<file path="src/rtl/pla_pkg.sv">
package pla_pkg;
    typedef enum logic [1:0] {
        LD_IDLE   = 2'd0,
        LD_SHIFT  = 2'd1,
        LD_COMMIT = 2'd2,
        LD_ERASE  = 2'd3
    } ld_state_e;
endpackage

</file>
<file path="src/rtl/pla_loader.sv">
module pla_loader
    import pla_pkg::*;
#(
    parameter int unsigned N_LINE = 40,
    parameter int unsigned ADDR_W = 6,
    parameter int unsigned CNT_W  = 6
) (
    input  logic              clk,
    input  logic              rst_n,
    input  logic              prog_en,
    input  logic              erase_req,
    input  logic              ld_start,
    input  logic [ADDR_W-1:0] ld_addr,
    input  logic              ld_valid,
    input  logic              ld_bit,
    output logic              wr_row_en,
    output logic [ADDR_W-1:0] wr_addr,
    output logic [N_LINE-1:0] wr_data,
    output logic              erase_all,
    output ld_state_e         state_o
);
    localparam logic [CNT_W-1:0] LAST_BIT = CNT_W'(N_LINE - 1);

    ld_state_e         state_q, state_d;
    logic [CNT_W-1:0]  cnt_q;
    logic [ADDR_W-1:0] addr_q;
    logic [N_LINE-1:0] shreg_q;
    logic              take_bit;

    assign take_bit = (state_q == LD_SHIFT) && prog_en && ld_valid;

    // state register
    always_ff @(posedge clk or negedge rst_n) begin
        if (!rst_n) state_q <= LD_IDLE;
        else        state_q <= state_d;
    end

    // next state
    always_comb begin
        state_d = state_q;
        unique case (state_q)
            LD_IDLE: begin
                if (prog_en && erase_req)     state_d = LD_ERASE;
                else if (prog_en && ld_start) state_d = LD_SHIFT;
            end
            LD_SHIFT: begin
                if (!prog_en)                           state_d = LD_IDLE;
                else if (ld_valid && cnt_q == LAST_BIT) state_d = LD_COMMIT;
            end
            LD_COMMIT: state_d = LD_IDLE;
            LD_ERASE:  state_d = LD_IDLE;
            default:   state_d = LD_IDLE;
        endcase
    end

    // datapath: address latch, bit counter, row shifter
    always_ff @(posedge clk or negedge rst_n) begin
        if (!rst_n) begin
            cnt_q   <= '0;
            addr_q  <= '0;
            shreg_q <= '1;
        end else if (state_q == LD_IDLE && prog_en && ld_start && !erase_req) begin
            cnt_q  <= '0;
            addr_q <= ld_addr;
        end else if (take_bit) begin
            cnt_q   <= cnt_q + 1'b1;
            shreg_q <= {ld_bit, shreg_q[N_LINE-1:1]};
        end
    end

    // outputs
    always_comb begin
        wr_row_en = 1'b0;
        erase_all = 1'b0;
        unique case (state_q)
            LD_COMMIT: wr_row_en = prog_en;
            LD_ERASE:  erase_all = prog_en;
            default: ;
        endcase
    end

    assign wr_addr = addr_q;
    assign wr_data = shreg_q;
    assign state_o = state_q;
endmodule

</file>
<file path="src/rtl/pla_cfg_mem.sv">
module pla_cfg_mem #(
    parameter int unsigned N_LINE = 40,
    parameter int unsigned N_TERM = 64,
    parameter int unsigned ADDR_W = 6
) (
    input  logic                     clk,
    input  logic                     rst_n,
    input  logic                     wr_en,
    input  logic [ADDR_W-1:0]        wr_addr,
    input  logic [N_LINE-1:0]        wr_data,
    input  logic                     erase_all,
    output logic [N_TERM*N_LINE-1:0] cfg_flat
);
    // 1 = open cell, 0 = connected; reset and erase leave every cell open
    for (genvar t = 0; t < N_TERM; t++) begin : g_row
        logic [N_LINE-1:0] row_q;
        always_ff @(posedge clk or negedge rst_n) begin
            if (!rst_n)                                   row_q <= '1;
            else if (erase_all)                           row_q <= '1;
            else if (wr_en && wr_addr == ADDR_W'(t))      row_q <= wr_data;
        end
        assign cfg_flat[t*N_LINE +: N_LINE] = row_q;
    end
endmodule

</file>
<file path="src/rtl/pla_terms.sv">
module pla_terms #(
    parameter int unsigned N_DED  = 12,
    parameter int unsigned N_FB   = 8,
    parameter int unsigned N_TERM = 64,
    localparam int unsigned N_SIG  = N_DED + N_FB,
    localparam int unsigned N_LINE = 2 * N_SIG
) (
    input  logic [N_DED-1:0]         ded_in,
    input  logic [N_FB-1:0]          fb_in,
    input  logic [N_TERM*N_LINE-1:0] cfg_flat,
    output logic [N_TERM-1:0]        terms
);
    logic [N_SIG-1:0]  sigs;
    logic [N_LINE-1:0] lines;

    assign sigs = {fb_in, ded_in};

    for (genvar i = 0; i < N_SIG; i++) begin : g_line
        assign lines[2*i]   = sigs[i];
        assign lines[2*i+1] = ~sigs[i];
    end

    // an open cell (1) forces its line out of the AND
    for (genvar t = 0; t < N_TERM; t++) begin : g_term
        assign terms[t] = &(cfg_flat[t*N_LINE +: N_LINE] | lines);
    end
endmodule

</file>
<file path="src/rtl/pla_or_route.sv">
module pla_or_route #(
    parameter int unsigned N_SLOT = 8,
    parameter int unsigned TPS    = 8,
    localparam int unsigned N_TERM = N_SLOT * TPS
) (
    input  logic [N_TERM-1:0] terms,
    input  logic [N_SLOT-1:0] spare_is_oe,
    output logic [N_SLOT-1:0] or_out,
    output logic [N_SLOT-1:0] oe_out,
    output logic [N_SLOT-1:0] spare_term
);
    for (genvar s = 0; s < N_SLOT; s++) begin : g_slot
        logic [TPS-1:0] grp;
        logic           sum_fixed;
        assign grp           = terms[s*TPS +: TPS];
        assign sum_fixed     = |grp[TPS-2:0];
        assign spare_term[s] = grp[TPS-1];
        assign or_out[s]     = sum_fixed | (grp[TPS-1] & ~spare_is_oe[s]);
        assign oe_out[s]     = spare_is_oe[s] ? grp[TPS-1] : 1'b1;
    end
endmodule

</file>
<file path="src/rtl/pla_array.sv">
module pla_array
    import pla_pkg::*;
#(
    parameter int unsigned N_DED     = 12,
    parameter int unsigned N_FB      = 8,
    parameter int unsigned N_SLOT    = 8,
    parameter int unsigned SUM_TERMS = 7,
    localparam int unsigned TPS    = SUM_TERMS + 1,
    localparam int unsigned N_TERM = N_SLOT * TPS,
    localparam int unsigned N_LINE = 2 * (N_DED + N_FB),
    localparam int unsigned ADDR_W = $clog2(N_TERM),
    localparam int unsigned CNT_W  = $clog2(N_LINE + 1)
) (
    input  logic              clk,
    input  logic              rst_n,
    input  logic [N_DED-1:0]  ded_in,
    input  logic [N_FB-1:0]   fb_in,
    input  logic [N_SLOT-1:0] spare_is_oe,
    input  logic              prog_en,
    input  logic              erase_req,
    input  logic              ld_start,
    input  logic [ADDR_W-1:0] ld_addr,
    input  logic              ld_valid,
    input  logic              ld_bit,
    output logic [N_SLOT-1:0] or_out,
    output logic [N_SLOT-1:0] oe_out,
    output logic [N_SLOT-1:0] spare_term
);
    logic                     wr_row_en;
    logic [ADDR_W-1:0]        wr_addr;
    logic [N_LINE-1:0]        wr_data;
    logic                     erase_all;
    ld_state_e                ld_state;
    logic [N_TERM*N_LINE-1:0] cfg_flat;
    logic [N_TERM-1:0]        terms;

    pla_loader #(.N_LINE(N_LINE), .ADDR_W(ADDR_W), .CNT_W(CNT_W)) u_loader (
        .clk(clk), .rst_n(rst_n), .prog_en(prog_en), .erase_req(erase_req),
        .ld_start(ld_start), .ld_addr(ld_addr), .ld_valid(ld_valid), .ld_bit(ld_bit),
        .wr_row_en(wr_row_en), .wr_addr(wr_addr), .wr_data(wr_data),
        .erase_all(erase_all), .state_o(ld_state)
    );

    pla_cfg_mem #(.N_LINE(N_LINE), .N_TERM(N_TERM), .ADDR_W(ADDR_W)) u_mem (
        .clk(clk), .rst_n(rst_n), .wr_en(wr_row_en), .wr_addr(wr_addr),
        .wr_data(wr_data), .erase_all(erase_all), .cfg_flat(cfg_flat)
    );

    pla_terms #(.N_DED(N_DED), .N_FB(N_FB), .N_TERM(N_TERM)) u_terms (
        .ded_in(ded_in), .fb_in(fb_in), .cfg_flat(cfg_flat), .terms(terms)
    );

    pla_or_route #(.N_SLOT(N_SLOT), .TPS(TPS)) u_route (
        .terms(terms), .spare_is_oe(spare_is_oe), .or_out(or_out),
        .oe_out(oe_out), .spare_term(spare_term)
    );
endmodule

</file>
<file path="config.mk">
export PLATFORM = sky130hd
export DESIGN_NAME = pla_array
export DESIGN_NICKNAME = d
export VERILOG_FILES = /design/src/rtl/pla_pkg.sv /design/src/rtl/pla_loader.sv /design/src/rtl/pla_cfg_mem.sv /design/src/rtl/pla_terms.sv /design/src/rtl/pla_or_route.sv /design/src/rtl/pla_array.sv
export SDC_FILE = /design/constraint.sdc
export NUM_CORES = 2
export LEC_CHECK = 0
export BUFFER_PORTS_ARGS = -buffer_cell sky130_fd_sc_hd__buf_2
export CORE_MARGIN = 2
export CORE_UTILIZATION = 52
export CTS_BUF_LIST = sky130_fd_sc_hd__clkbuf_4 sky130_fd_sc_hd__clkbuf_8
export DETAILED_ROUTE_END_ITERATION = 6
export MAX_ROUTING_LAYER = met4
export PLACE_DENSITY = 0.76
export REMOVE_ABC_BUFFERS = 1
export SKIP_CTS_REPAIR_TIMING = 1
export SYNTH_ARGS = -nofsm -noshare
export SYNTH_HDL_FRONTEND = slang
export SYNTH_SLANG_ARGS = --single-unit
</file>
<file path="constraint.sdc">
create_clock -name clk -period 2.1 [get_ports clk]
set_input_delay 0.105 -clock clk [delete_from_list [all_inputs] [get_ports clk]]
set_output_delay 0.105 -clock clk [all_outputs]
set_load 0.02 [all_outputs]
</file>
==> flow_summary.json <==
{
  "core_mm2": 0.235,
  "critPathLaunchType": "flip-flop",
  "rr_endpoint": "u_mem.g_row[16].row_q[32]$_DFFE_PN1P_",
  "port_buffers": 64,
  "cts-root-buf": "clkbuf_8",
  "synthArstFlopShare_pct": 100,
  "die_h_um": 490,
  "regArea_mm2": 0.0688,
  "maxCapViolCount": 0,
  "track_usage_pct": 36.4,
  "dp_hpwl_um": 263000,
  "synth.yosys.seq_area_share_pct": 55.8,
  "reg2reg_slack_ns": 0.04,
  "yosys.area_share.simple_pct": 29.4,
  "final_nets": 13900,
  "fillCellCount": 18600,
  "yosysMostFrequentCell": "nand2_1",
  "rsz0062_at_grt": "yes",
  "leakagePower_nw": 68.1,
  "period_minus_slack_ns": 3.33,
  "syn2layout_area_growth_pct": 17.5,
  "synth_top_cell_area_share_pct": 55.5,
  "yosys.area_share.xor_xnor_pct": 0.0214,
  "ys.flop_type": "dfstp_2",
  "ys_top_cells_by_area": "dfstp_2, nand2_1, nand3_1, mux2i_1, clkbuf_1",
  "met1_usage_pct": 47.7,
  "overflow": 0,
  "drc": 0,
  "crit_start": "u_mem.g_row[15].row_q[21]$_DFFE_PN1P_",
  "synth_fa_ha_area_share_pct": 0.0102,
  "detail-route-antenna-nets": 0,
  "fp-row-count": 178,
  "via_per_inst": 6.21,
  "syn-cell-area_mm2": 0.123,
  "wl_per_cell_um": 25.4,
  "synth_compound_area_share_pct": 0.236,
  "drtIter0Drc": 13800,
  "ir_worst_vdd_mv": 0.797,
  "min_period_over_period_pct": 158,
  "finalWorstSetupSlack_ns": -1.23,
  "grt_max_degree": 121,
  "reg2reg_depth": 6,
  "status": "finished, violations left",
  "numCtsBuffers": 423,
  "setup_viol": 24,
  "grt_antenna_before_repair": 9,
  "synth_enable_flop_cells": 0,
  "met2_usage_pct": 51.4,
  "grt_first_pass_wirelength_um": 653000,
  "yosysWarnings": 0,
  "cp-end-kind": "output port",
  "setup_tns_ns": -20.10,
  "fin_area_mm2": 0.144,
  "failed_checks": "negative setup slack",
  "drive_above_1_share_pct": 31.6,
  "syn-mean-instance-area_um2": 9.00,
  "drt_first_pass_iters": 7,
  "htreeDepth": 5,
  "ys_ff_latch": 2614,
  "syn_inst": 13700,
  "met3_usage_pct": 9.73,
  "cts.clk_slew.worst_paths_ns": 0.06,
  "fin_skew_ns": 0.0639,
  "vias": 107000,
  "multi_input_area_mm2": 0.0503,
  "gr-max-usage-layer": "met2",
  "muxShareOfSynthArea_pct": 10.4,
  "ys_types": 27,
  "clock.fmax_mhz": 301,
  "p_per_area_mw_per_mm2": 1130,
  "cts_buffer_depth": 4,
  "wirelength_um": 439000,
  "synth_area_leader_cell": "dfstp_2",
  "start_util_pct": 52.3,
  "worst_ep_required_time_ns": 2.00,
  "crit_arrival_ns": 3.22,
  "clk_latency_ns": 1.14,
  "die-area_mm2": 0.240,
  "synth_commonest_cells": "nand2_1, nand3_1, dfstp_2",
  "slew_headroom_pct": 51.9,
  "worst_slew_pin_slew_ns": 0.722,
  "worstPathMaxFanout": 2,
  "place_area_mm2": 0.134,
  "gp_congestion": 0.924,
  "finalMaxSlewViolations": 0,
  "io_pins": 65,
  "clock-sinks": 2614,
  "hold_viol_final": 0,
  "fp.dieW_um": 490,
  "reg2reg_from": "u_loader.wr_addr[0]$_DFFE_PN0P_",
  "grt_pass1_vias": 103000,
  "cts_tree": "done",
  "synth_top_family_by_area": "simple AND/OR/NAND/NOR gates",
  "worst-setup-path-type": "flip-flop to output port",
  "hold_class": "input port to async pin",
  "worst_hold_slack_ns": 0.00577
}
==> kinds of logic (layout without fill, tap and decap cells) <==
family | count (synthesis) | after routing
AOI/OAI and AO/OA | 46 | 46
xor gates and xnor gates | 3 | 3
adders and majority gates | 1 | 1
buffers and inverters | 1242 | 1706
DFF | 2614 | 2614
muxes | 1281 | 1281
other | 0 | 21
and+or+nand+nor | 8485 | 8485
==> placed cells by master (no fill, tap or decap), drive strengths merged, types with 12 or more instances in the layout <==
cell         Yosys  layout
o22ai           24      24
dlygate4sd3      0      24
nand3         2633    2633
o21ai           12      12
dfrtp           14      14
nand2         5400    5400
nor2            89      89
dfstp         2600    2600
nor4           326     326
mux2i         1281    1281
clkbuf         922     697
buf            317     942
diode            0      21
clkinv           0      33
==> registers in the layout, indices dropped and copies added (netlist names) <==
| register | flops |
|---|---|
| u_loader.state_o | 2 |
| u_loader.wr_addr | 6 |
| u_loader.wr_data | 40 |
| u_loader.cnt_q | 6 |
| u_mem.g_row.row_q | 2560 |
==> critical path, cell delays in order, from the launching register on <==
cell and delay [ns]:
dfstp_2 0.55, mux2i_2 0.08, nor4_2 0.41, nand3_2 0.19, o32ai_4 0.34, buf_6 0.16
or4_4 0.14, buf_12 0.12, buf_6 0.11
==> through the flow <==
| stage | utilization (%) | worst slack (ns) | power [mW] | instances |
|---|---|---|---|---|
| 3_5_place_dp | 57.1 | -0.725 | 114 | 16500 |
| 2_1_floorplan | - | -47.87 | 112 | 12400 |
| 3_3_place_gp | 57.1 | -0.710 | 113 | 16500 |
| 6_report | 61.4 | -1.23 | 163 | 17300 |
| 5_1_grt | 61.4 | -1.29 | 170 | 17300 |
| 4_1_cts | 60.8 | -1.89 | 161 | 17300 |
==> layout make-up <==
cell class / count / area share (%)
Timing Repair Buffer: 974 / 8.66
Tap cell: 3150 / 2.73
Sequential cell: 2614 / 47.6
Clock inverter: 40 / 0.201
Inverter: 3 / 0.00780
Multi-Input combinational cell: 9816 / 34.8
Antenna cell: 21 / 0.0364
Clock buffer: 689 / 5.90
==> per-layer routing <==
| metal | routed length (um) | vias to the layer above |
|---|---|---|
| met2 | 189000 | 7223 |
| met5 | 0 | - |
| met1 | 164000 | 53100 |
| li1 | - | 45500 |
| met4 | 27200 | 0 |
| met3 | 58900 | 1691 |
==> power breakdown <==
part           internal, mW  switching (mW)  total (mW)  leakage, nW
combinational          14.2            18.0        32.2         35.8
sequential             75.1            8.58        83.7         27.6
clock                  25.8            21.0        46.8         4.74
==> worst max-delay path by stage <==
stage                                          endpoint  slack (ns)  cells after the start
floorplan           u_mem.g_row[0].row_q[0]$_DFFE_PN1P_      -47.87                      2
global placement                              or_out[1]       -0.71                     10
detailed placement                            or_out[1]       -0.73                     10
CTS                                           or_out[1]       -1.89                      8
global route                                  or_out[1]       -1.29                      8
finish                                        or_out[1]       -1.23                      8
(Power assumes the default switching activity.)
